--- config.mk ---
export PLATFORM = sky130hd
export DESIGN_NAME = csd_recoder
export DESIGN_NICKNAME = d
export VERILOG_FILES = /design/src/rtl/csd_pkg.sv /design/src/rtl/csd_seq_ctrl.sv /design/src/rtl/csd_bit_window.sv /design/src/rtl/csd_digit_store.sv /design/src/rtl/csd_recoder.sv
export SDC_FILE = /design/constraint.sdc
export NUM_CORES = 1
export LEC_CHECK = 0
export CORE_AREA = 10 10 97 99
export DETAILED_ROUTE_END_ITERATION = 10
export DIE_AREA = 0 0 107 109
export SLEW_MARGIN = 30
export SYNTH_ARGS = -nofsm -noshare
export SYNTH_HDL_FRONTEND = slang
export SYNTH_SLANG_ARGS = --single-unit
export TNS_END_PERCENT = 50
--- constraint.sdc ---
create_clock -name clk -period 2.2 [get_ports clk]
set_input_delay 0.44 -clock clk [delete_from_list [all_inputs] [get_ports clk]]
set_output_delay 0.44 -clock clk [all_outputs]
set_load 0.1 [all_outputs]
--- src/rtl/csd_pkg.sv ---
package csd_pkg;

  typedef logic [1:0] csd_dig_t;

  localparam csd_dig_t DIG_ZERO  = 2'b00;
  localparam csd_dig_t DIG_PLUS  = 2'b01;
  localparam csd_dig_t DIG_MINUS = 2'b11;

  typedef struct packed {
    logic     nz;
    csd_dig_t dig;
  } csd_step_t;

  // One position of the recurrence: the digit is nonzero when the current
  // bit differs from the one below it and the previous digit was zero.
  // Its sign comes from the bit above.
  function automatic csd_step_t csd_step(input logic bit_up,
                                         input logic bit_here,
                                         input logic bit_down,
                                         input logic prev_nz);
    csd_step_t r;
    r.nz  = (bit_here ^ bit_down) & ~prev_nz;
    r.dig = r.nz ? (bit_up ? DIG_MINUS : DIG_PLUS) : DIG_ZERO;
    return r;
  endfunction

  // Upper bound on nonzero digits in an n-digit non-adjacent string.
  function automatic int unsigned csd_max_nz(input int unsigned n);
    return (n + 1) / 2;
  endfunction

endpackage

--- src/rtl/csd_seq_ctrl.sv ---
module csd_seq_ctrl #(
  parameter int W = 16
) (
  input  logic                           clk,
  input  logic                           rst,
  input  logic                           start,
  output logic                           busy,
  output logic                           done,
  output logic                           load,
  output logic                           step,
  output logic                           last_step,
  output logic [$clog2(W+2)-1:0]         step_idx
);
  localparam int N  = W + 1;
  localparam int IW = $clog2(W + 2);

  logic          busy_q;
  logic          done_q;
  logic [IW-1:0] idx_q;

  assign load      = start & ~busy_q;
  assign step      = busy_q;
  assign last_step = busy_q && (idx_q == IW'(N - 1));
  assign step_idx  = idx_q;
  assign busy      = busy_q;
  assign done      = done_q;

  always_ff @(posedge clk) begin
    if (rst) begin
      busy_q <= 1'b0;
      done_q <= 1'b0;
      idx_q  <= '0;
    end else begin
      done_q <= last_step;
      if (load) begin
        busy_q <= 1'b1;
        idx_q  <= '0;
      end else if (busy_q) begin
        if (last_step) begin
          busy_q <= 1'b0;
          idx_q  <= '0;
        end else begin
          idx_q <= idx_q + IW'(1);
        end
      end
    end
  end

  p_done_single_r5: assert property (@(posedge clk) disable iff (rst)
    done |=> !done);

  p_done_after_busy_r5: assert property (@(posedge clk) disable iff (rst)
    done |-> (!busy && $past(busy)));

  p_start_accept_r5: assert property (@(posedge clk) disable iff (rst)
    (start && !busy) |=> (busy && step_idx == '0));

  p_restart_ignored_r6: assert property (@(posedge clk) disable iff (rst)
    (start && busy && !last_step) |=> (busy && step_idx == $past(step_idx) + IW'(1)));

endmodule

--- src/rtl/csd_bit_window.sv ---
module csd_bit_window #(
  parameter int W = 16
) (
  input  logic         clk,
  input  logic         rst,
  input  logic         load,
  input  logic         step,
  input  logic [W-1:0] word,
  output logic         bit_up,
  output logic         bit_here,
  output logic         bit_down
);
  localparam int EW = W + 2;

  logic [EW-1:0] sh_q;
  logic          low_q;

  always_ff @(posedge clk) begin
    if (rst) begin
      sh_q  <= '0;
      low_q <= 1'b0;
    end else if (load) begin
      sh_q  <= {word[W-1], word[W-1], word};
      low_q <= 1'b0;
    end else if (step) begin
      sh_q  <= {sh_q[EW-1], sh_q[EW-1:1]};
      low_q <= sh_q[0];
    end
  end

  assign bit_here = sh_q[0];
  assign bit_up   = sh_q[1];
  assign bit_down = low_q;

endmodule

--- src/rtl/csd_digit_store.sv ---
module csd_digit_store
  import csd_pkg::*;
#(
  parameter int W = 16
) (
  input  logic                       clk,
  input  logic                       rst,
  input  logic                       load,
  input  logic                       step,
  input  logic [$clog2(W+2)-1:0]     step_idx,
  input  logic                       bit_up,
  input  logic                       bit_here,
  input  logic                       bit_down,
  output logic [2*(W+1)-1:0]         digits,
  output logic [$clog2(W+2)-1:0]     nz_count
);
  localparam int N     = W + 1;
  localparam int CW    = $clog2(W + 2);
  localparam int MAXNZ = csd_max_nz(N);

  logic [2*N-1:0] dig_q;
  logic [CW-1:0]  cnt_q;
  logic           prev_nz_q;
  logic [N-1:0]   nz_mask;
  csd_step_t      cur;

  assign cur = csd_step(bit_up, bit_here, bit_down, prev_nz_q);

  always_ff @(posedge clk) begin
    if (rst || load) begin
      cnt_q     <= '0;
      prev_nz_q <= 1'b0;
    end else if (step) begin
      prev_nz_q <= cur.nz;
      if (cur.nz) cnt_q <= cnt_q + CW'(1);
    end
  end

  for (genvar j = 0; j < N; j++) begin : g_pos
    always_ff @(posedge clk) begin
      if (rst || load) begin
        dig_q[2*j +: 2] <= DIG_ZERO;
      end else if (step && step_idx == CW'(j)) begin
        dig_q[2*j +: 2] <= cur.dig;
      end
    end
    assign nz_mask[j] = dig_q[2*j];

    p_legal_code_r1: assert property (@(posedge clk) disable iff (rst)
      dig_q[2*j +: 2] != 2'b10);
  end

  for (genvar j = 0; j < N - 1; j++) begin : g_adj
    p_no_adjacent_r2: assert property (@(posedge clk) disable iff (rst)
      !(dig_q[2*j] && dig_q[2*j+2]));
  end

  p_count_match_r7: assert property (@(posedge clk) disable iff (rst)
    cnt_q == CW'($countones(nz_mask)));

  p_count_bound_r8: assert property (@(posedge clk) disable iff (rst)
    cnt_q <= CW'(MAXNZ));

  assign digits   = dig_q;
  assign nz_count = cnt_q;

endmodule

--- src/rtl/csd_recoder.sv ---
module csd_recoder #(
  parameter int W = 16
) (
  input  logic                   clk,
  input  logic                   rst,
  input  logic [W-1:0]           word_in,
  input  logic                   start,
  output logic                   busy,
  output logic                   done,
  output logic [2*(W+1)-1:0]     digits,
  output logic [$clog2(W+2)-1:0] nz_count
);
  localparam int IW = $clog2(W + 2);

  logic          load;
  logic          step;
  logic          last_step;
  logic [IW-1:0] step_idx;
  logic          bit_up;
  logic          bit_here;
  logic          bit_down;

  csd_seq_ctrl #(.W(W)) u_ctrl (
    .clk       (clk),
    .rst       (rst),
    .start     (start),
    .busy      (busy),
    .done      (done),
    .load      (load),
    .step      (step),
    .last_step (last_step),
    .step_idx  (step_idx)
  );

  csd_bit_window #(.W(W)) u_window (
    .clk      (clk),
    .rst      (rst),
    .load     (load),
    .step     (step),
    .word     (word_in),
    .bit_up   (bit_up),
    .bit_here (bit_here),
    .bit_down (bit_down)
  );

  csd_digit_store #(.W(W)) u_store (
    .clk      (clk),
    .rst      (rst),
    .load     (load),
    .step     (step),
    .step_idx (step_idx),
    .bit_up   (bit_up),
    .bit_here (bit_here),
    .bit_down (bit_down),
    .digits   (digits),
    .nz_count (nz_count)
  );

  p_top_digit_zero_r4: assert property (@(posedge clk) disable iff (rst)
    done |-> (digits[2*W +: 2] == 2'b00));

  p_reset_clear_r9: assert property (@(posedge clk)
    rst |=> (!busy && !done && digits == '0 && nz_count == '0));

  p_hold_idle_r11: assert property (@(posedge clk) disable iff (rst)
    (!busy && !start && !done) |=> ($stable(digits) && $stable(nz_count)));

endmodule

* Word level (Yosys, flattened, before mapping)
Index checks and enable logic that the tools add are counted.
** Storage, ports and cells
- Bits in registers :: 66
- Input port bits :: 19
- Output and inout bits :: 41
- Word-level logic and storage cells :: 78
** Cells by class
- Add/subtract/negate cells :: 2
- Equality and inequality tests :: 16
- Muxes and demuxes :: 8
- Bitwise gates (word level) :: 5
- Reduce and logical (&&, ||, !) cells :: 22
** Operator list (number)
- 5-bit by 4-bit equality test with 1-bit output (second input constant) :: 8
- 5-bit by 3-bit equality test with 1-bit output (second input constant) :: 4
- 18-bit 2-to-1 mux :: 1
- 1-bit logical AND :: 17
- 17-bit 2-to-1 mux :: 1
- 5-bit by 1-bit adder with 5-bit output (second input constant) :: 2
- 5-bit by 2-bit equality test with 1-bit output (second input constant) :: 2
- 5-bit by 1-bit equality test with 1-bit output (second input constant) :: 1
- 5-bit equality test (second input constant) :: 1
- 5-bit logical NOT :: 1
- 5-bit 2-to-1 mux :: 1
- 2-bit 2-to-1 mux :: 2
- 1-bit 2-to-1 mux :: 3
- 1-bit AND :: 2
- 1-bit NOT :: 2
- 2-bit AND reduction :: 1
- 2-bit nonzero test :: 1
- 2-bit OR reduction :: 1
- 1-bit logical OR :: 1
- 1-bit bitwise XOR :: 1

* Depth between registers and ports, before layout
Gate-level depths: netlist (run 1).
- Depth in word-level cells :: 5
- Gate-level depth with buffers :: 7
- Mapped depth without buffers :: 6

* Modules after synthesis
From an unflattened synthesis (run 1), not the netlist that was laid out.
** Second synthesis, totals
- Cell total of the unflattened synthesis :: 326
- Area, all modules :: 3006.6 um^2
** Modules (own cells, without submodules)
- csd_digit_store :: times used 1, cells each 209, area an instance 1785.5 um^2, sequential area each 800.8 um^2
- csd_bit_window :: times used 1, cells each 81, area an instance 865.8 um^2, sequential area each 380.4 um^2
- csd_seq_ctrl :: times used 1, cells each 36, area an instance 355.3 um^2, sequential area each 140.1 um^2

* Least setup slack after synthesis (run 1)
Ideal clock, no wire load.
- Kind :: flip-flop to flip-flop
- Start point :: register u_ctrl.busy_q (netlist: u_ctrl.busy)
- End point :: register u_store.dig_q[0] (netlist: u_store.digits[0])
- Library setup time :: 0.132 ns
- Arrival time :: 1.962 ns
- Required time :: 2.068 ns
- Path slack :: 0.106 ns
- Stages on the path, launching flop included :: 5
- Buffers on the path :: 1
- Clock period less this slack :: 2.094 ns
- Path through :: dfxtp_1 > or4b_2 > clkbuf_1 > o21ai_0 > a21oi_1
** Between the ends
- Word-level cells in the longest chain between the ends :: 3
- Elaborated cells between the ends (all ways) :: 4
- Classes of those cells :: 2 x bitwise; 2 x reduce/logical
** RTL lines
- start: declaration :: RTL line csd_seq_ctrl.sv:17 : logic busy_q;
- start signal: assignment :: RTL line csd_seq_ctrl.sv:30 : busy_q <= 1'b0;
- start signal: assignment :: RTL line csd_seq_ctrl.sv:36 : busy_q <= 1'b1;
- start signal: assignment :: RTL line csd_seq_ctrl.sv:40 : busy_q <= 1'b0;
- 1-bit NOT :: RTL line csd_seq_ctrl.sv:21 : assign load = start & ~busy_q;
- 1-bit AND :: RTL line csd_seq_ctrl.sv:21
- 1-bit logical OR :: RTL line csd_digit_store.sv:41 : if (rst || load) begin
- end signal: indexed assignment :: RTL line csd_digit_store.sv:44 : dig_q[2*j +: 2] <= cur.dig;
- end: declaration :: RTL line csd_digit_store.sv:21 : logic [2*N-1:0] dig_q;
Several ways; a longest one is shown, not always the timed one.
A chain may end at the register's enable or synchronous reset.

* Worst setup path after layout (run 1)
- Start point :: register u_ctrl.busy_q (netlist: u_ctrl.busy)
- End point :: output port busy
** RTL lines
- end: declaration :: RTL line csd_recoder.sv:8 : output logic busy,
No word-level cell between the ends.

==> results of run 1 <==
[per-layer routing]
layer	share of wire, %	vias up
met5	0	-
met4	1.9	0
met3	7.1	12
met2	46	76
met1	45	1236
li1	-	1349
[path summary, 6_finish.rpt]
| check | end | cells after the start | slack, ns | start |
|---|---|---|---|---|
| setup / recovery | busy | 3 | 0.24 | u_ctrl.busy$_SDFF_PP0_ |
| setup reg to reg | u_store.digits[2]$_SDFFE_PP0P_ | 3 | 0.56 | u_ctrl.step_idx[4]$_SDFFE_PP0P_ |
| hold / removal | u_store.digits[30]$_SDFFE_PP0P_ | 2 | 0.46 | u_store.digits[30]$_SDFFE_PP0P_ |
| hold reg to reg | u_store.digits[30]$_SDFFE_PP0P_ | 2 | 0.46 | u_store.digits[30]$_SDFFE_PP0P_ |
[registers in the layout (all words and copies together) (netlist names)]
signal and cells:
u_ctrl.busy 1, u_ctrl.done 1, u_ctrl.step_idx 5, u_store.digits 34, u_store.nz_count 5, u_store.prev_nz_q 1
u_window.bit_down 1, u_window.sh_q 18
[power by group through the flow]
stage	registers, mW	clock network, mW	logic (mW)
after CTS	1.24	1.07	0.264
after detailed placement	1.27	0	0.264
after global routing	1.24	1.12	0.291
after floorplan	1.28	0	0.155
final	1.24	1.04	0.264
after global placement	1.27	0	0.261
[critical path: stages (launching register included)]
cell and delay, ns:
dfxtp_1 0.50, buf_4 0.29, buf_4 0.21, buf_12 0.18
[through the flow]
step	total power [mW]	hold slack, ns	setup slack [ns]	instance area [µm²]	instances
floorplan	1.431	0.4384	0.1059	2933	347
global placement	1.526	0.4461	0.3258	3572	492
detailed placement	1.530	0.4511	0.2841	3572	492
CTS	2.572	0.4607	0.1874	3776	508
global route	2.652	0.4827	0.1181	3776	508
finish	2.543	0.4604	0.2375	3776	508
[kinds of logic (layout without fill, tap and decap cells)]
group	after synthesis	count (layout)	synth area share, %
AND/OR/NAND/NOR	112	112	21.25
AO/OA/AOI/OAI	97	97	16.81
flip-flops	66	66	45.05
buffers and inverters	43	102	5.930
multiplexers	19	19	7.210
adder cells (fa/ha/maj)	6	6	2.560
XOR/XNOR	4	4	1.195
[cells in the final DEF, fill, tap and decap left out, types with 5 or more instances in the layout]
master	count
ha_1	6
nand2_1	41
o21ai_0	34
inv_1	10
buf_4	56
clkbuf_8	11
clkdlybuf4s50_1	18
nor2_1	5
a21oi_1	60
dfxtp_1	66
nand3_1	5
nand4_1	34
mux2_2	17
[area by class of cell]
| class | instances | share of cell area [%] |
|---|---|---|
| Clock buffer | 11 | 4.009 |
| Multi-Input combinational cell | 238 | 38.27 |
| Inverter | 10 | 0.9940 |
| Sequential cell | 66 | 34.99 |
| Tap cell | 102 | 3.380 |
| Timing Repair Buffer | 76 | 16.96 |
| Clock inverter | 5 | 1.392 |
==> impl_results.md, run 1 <==
* Clock skew after layout at 0.009340 ns
* Count of flip-flops with a built-in enable after synthesis at 0
* Effective utilization at floorplan at 38.96%
* Layout-stage area growth over the synthesis result at 28.75%
* Switching power share of the total at 24.90%
* Leakage power at 1.394 nW
* Met3 Resource Use GR at 5.251%
* Mean instance size in the synthesized netlist at 8.452 µm²
* Leading cell type by number of instances after synthesis: dfxtp_1
* Cell-internal power at 1.910 mW
* Critical-path maximum fanout at 19
* Syn Nets at 372
* Clock-pin slew reported for the worst setup and hold paths after clock tree synthesis at 0.07 ns
* Synthesized area at 2933 µm²
* Achievable clock frequency at 0.5096 GHz
* Final critical-path required period at 1.962 ns
* Library cells used by synthesis at 29
* Met2 Use GR at 21.33%
* Maximum number of pins on one net before global-route repair at 47
* Primary flip-flop cell chosen by synthesis mapping: dfxtp_1
* DRC marker count from the first detailed-route iteration at 113
* Biggest area contributors in the synthesized netlist: dfxtp_1, a21oi_1, nand4_1
* Worst Setup Start Kind: flip-flop
* Via count of the first global-routing pass at 2665
* Number of H-tree levels at 3
* Final setup violation count at 0
* CP arrival at 1.52 ns
* DR pass1 iterations at 4
* Ranking of synthesized cells by instance count: dfxtp_1, a21oi_1, nand2_1, nand4_1, o21ai_0
* Setup TNS at 0 ns
* Proportion of netlist area held by the largest area contributor at 45.05%
* Power share of the clock group at 40.9%
* Run status: complete, no violations
* Synthesis warning total at 0
* Final global-route overflow total at 0
* Syn Inst Count at 347
* Nets at 426
* Average wire per cell in the routed design at 14.96 µm
* Portion of total power attributed to sequential cells at 48.7%
* Cell Rows at 32
* Path class of the lowest-slack min-delay path: reg2reg
* Kind of capture point of the worst setup path: primary output
* Number of ports placed on the die boundary at 60
* Initial antenna violation count at 0
* Estimated wirelength of the detail-placed design at 5262 µm
* Switching power at 633.2 µW
* DIE HEIGHT at 109 µm
* Final Wtd Congestion at 0.7438
* Width of the die at 107 µm
* Total core area at 7527 µm²
* Leading area contributor after synthesis: dfxtp_1
* Final core area utilization at 50.17%
* Final cycle utilization of the critical path at 89.20%
* Worst slew pin tran at 0.6498 ns
* Area used by multi-input combinational logic at 1445 µm²
* Final hold violation count at 0
* Part of the power in combinational logic at 10.4%
* Number of max-slew violations in the final report at 0
* #FFs+latches synth at 66
* Total via count in the routed design at 2673
* Pwr per Cell Area at 673.4 nW/µm²
* Count of buffers added by post-CTS timing repair for setup at 0
* Total routing resource utilization after global routing at 13.23%
* Most Crowded Layer GR: met2
* Buffers from clock root to sink, at most at 2
* Area of the die at 11660 µm²
* Clock insertion delay at the later pin of the skew report at 0.34 ns
* Worst max-slew margin expressed relative to the limit at 56.37%
* Number of buffers created by CTS at 9
* First-pass GRT wire length at 12630 µm
* N_diodes at 0
* Buffers added on ports at 59
* VDD IR max at 406.3 µV
* Clock sinks at 66
* CTS tree: done
* Post-DRT Antenna Nets at 0
* Ratio of cells with drive above 1 in the final layout at 23.15%
* Vias/cell at 5.262
* Required time at the endpoint of the critical path at 1.76 ns
* Part of the Yosys area used for sequential elements at 45.05%
* Clock Tree Root: clkbuf_8
* Post-CTS sizing at 0
* Start-to-end type of the worst setup path: reg2out
* # DRC at 0
* Total of fill cells in the finished design at 736
* Cts hold-fix bufs at 0
* Reported max-cap violation count at 0
* Area taken by flip-flops and latches at 1321 µm²
* Grt met1 use at 15.53%
* Share of flip-flops with an asynchronous set or reset after synthesis at 0%
* Unrepaired setup endpoints after global routing: false
* Final WL at 7599 µm
(Power assumes the default switching activity.)
==> run 2: changes to the inputs <==
--- a/config.mk
+++ b/config.mk
@@ -8,7 +8,6 @@
 export CORE_AREA = 10 10 97 99
 export DETAILED_ROUTE_END_ITERATION = 10
 export DIE_AREA = 0 0 107 109
-export SLEW_MARGIN = 30
 export SYNTH_ARGS = -nofsm -noshare
 export SYNTH_HDL_FRONTEND = slang
 export SYNTH_SLANG_ARGS = --single-unit
==> results of run 2 <==
No change in the layout: final DEF, timing and power equal those of run 1.
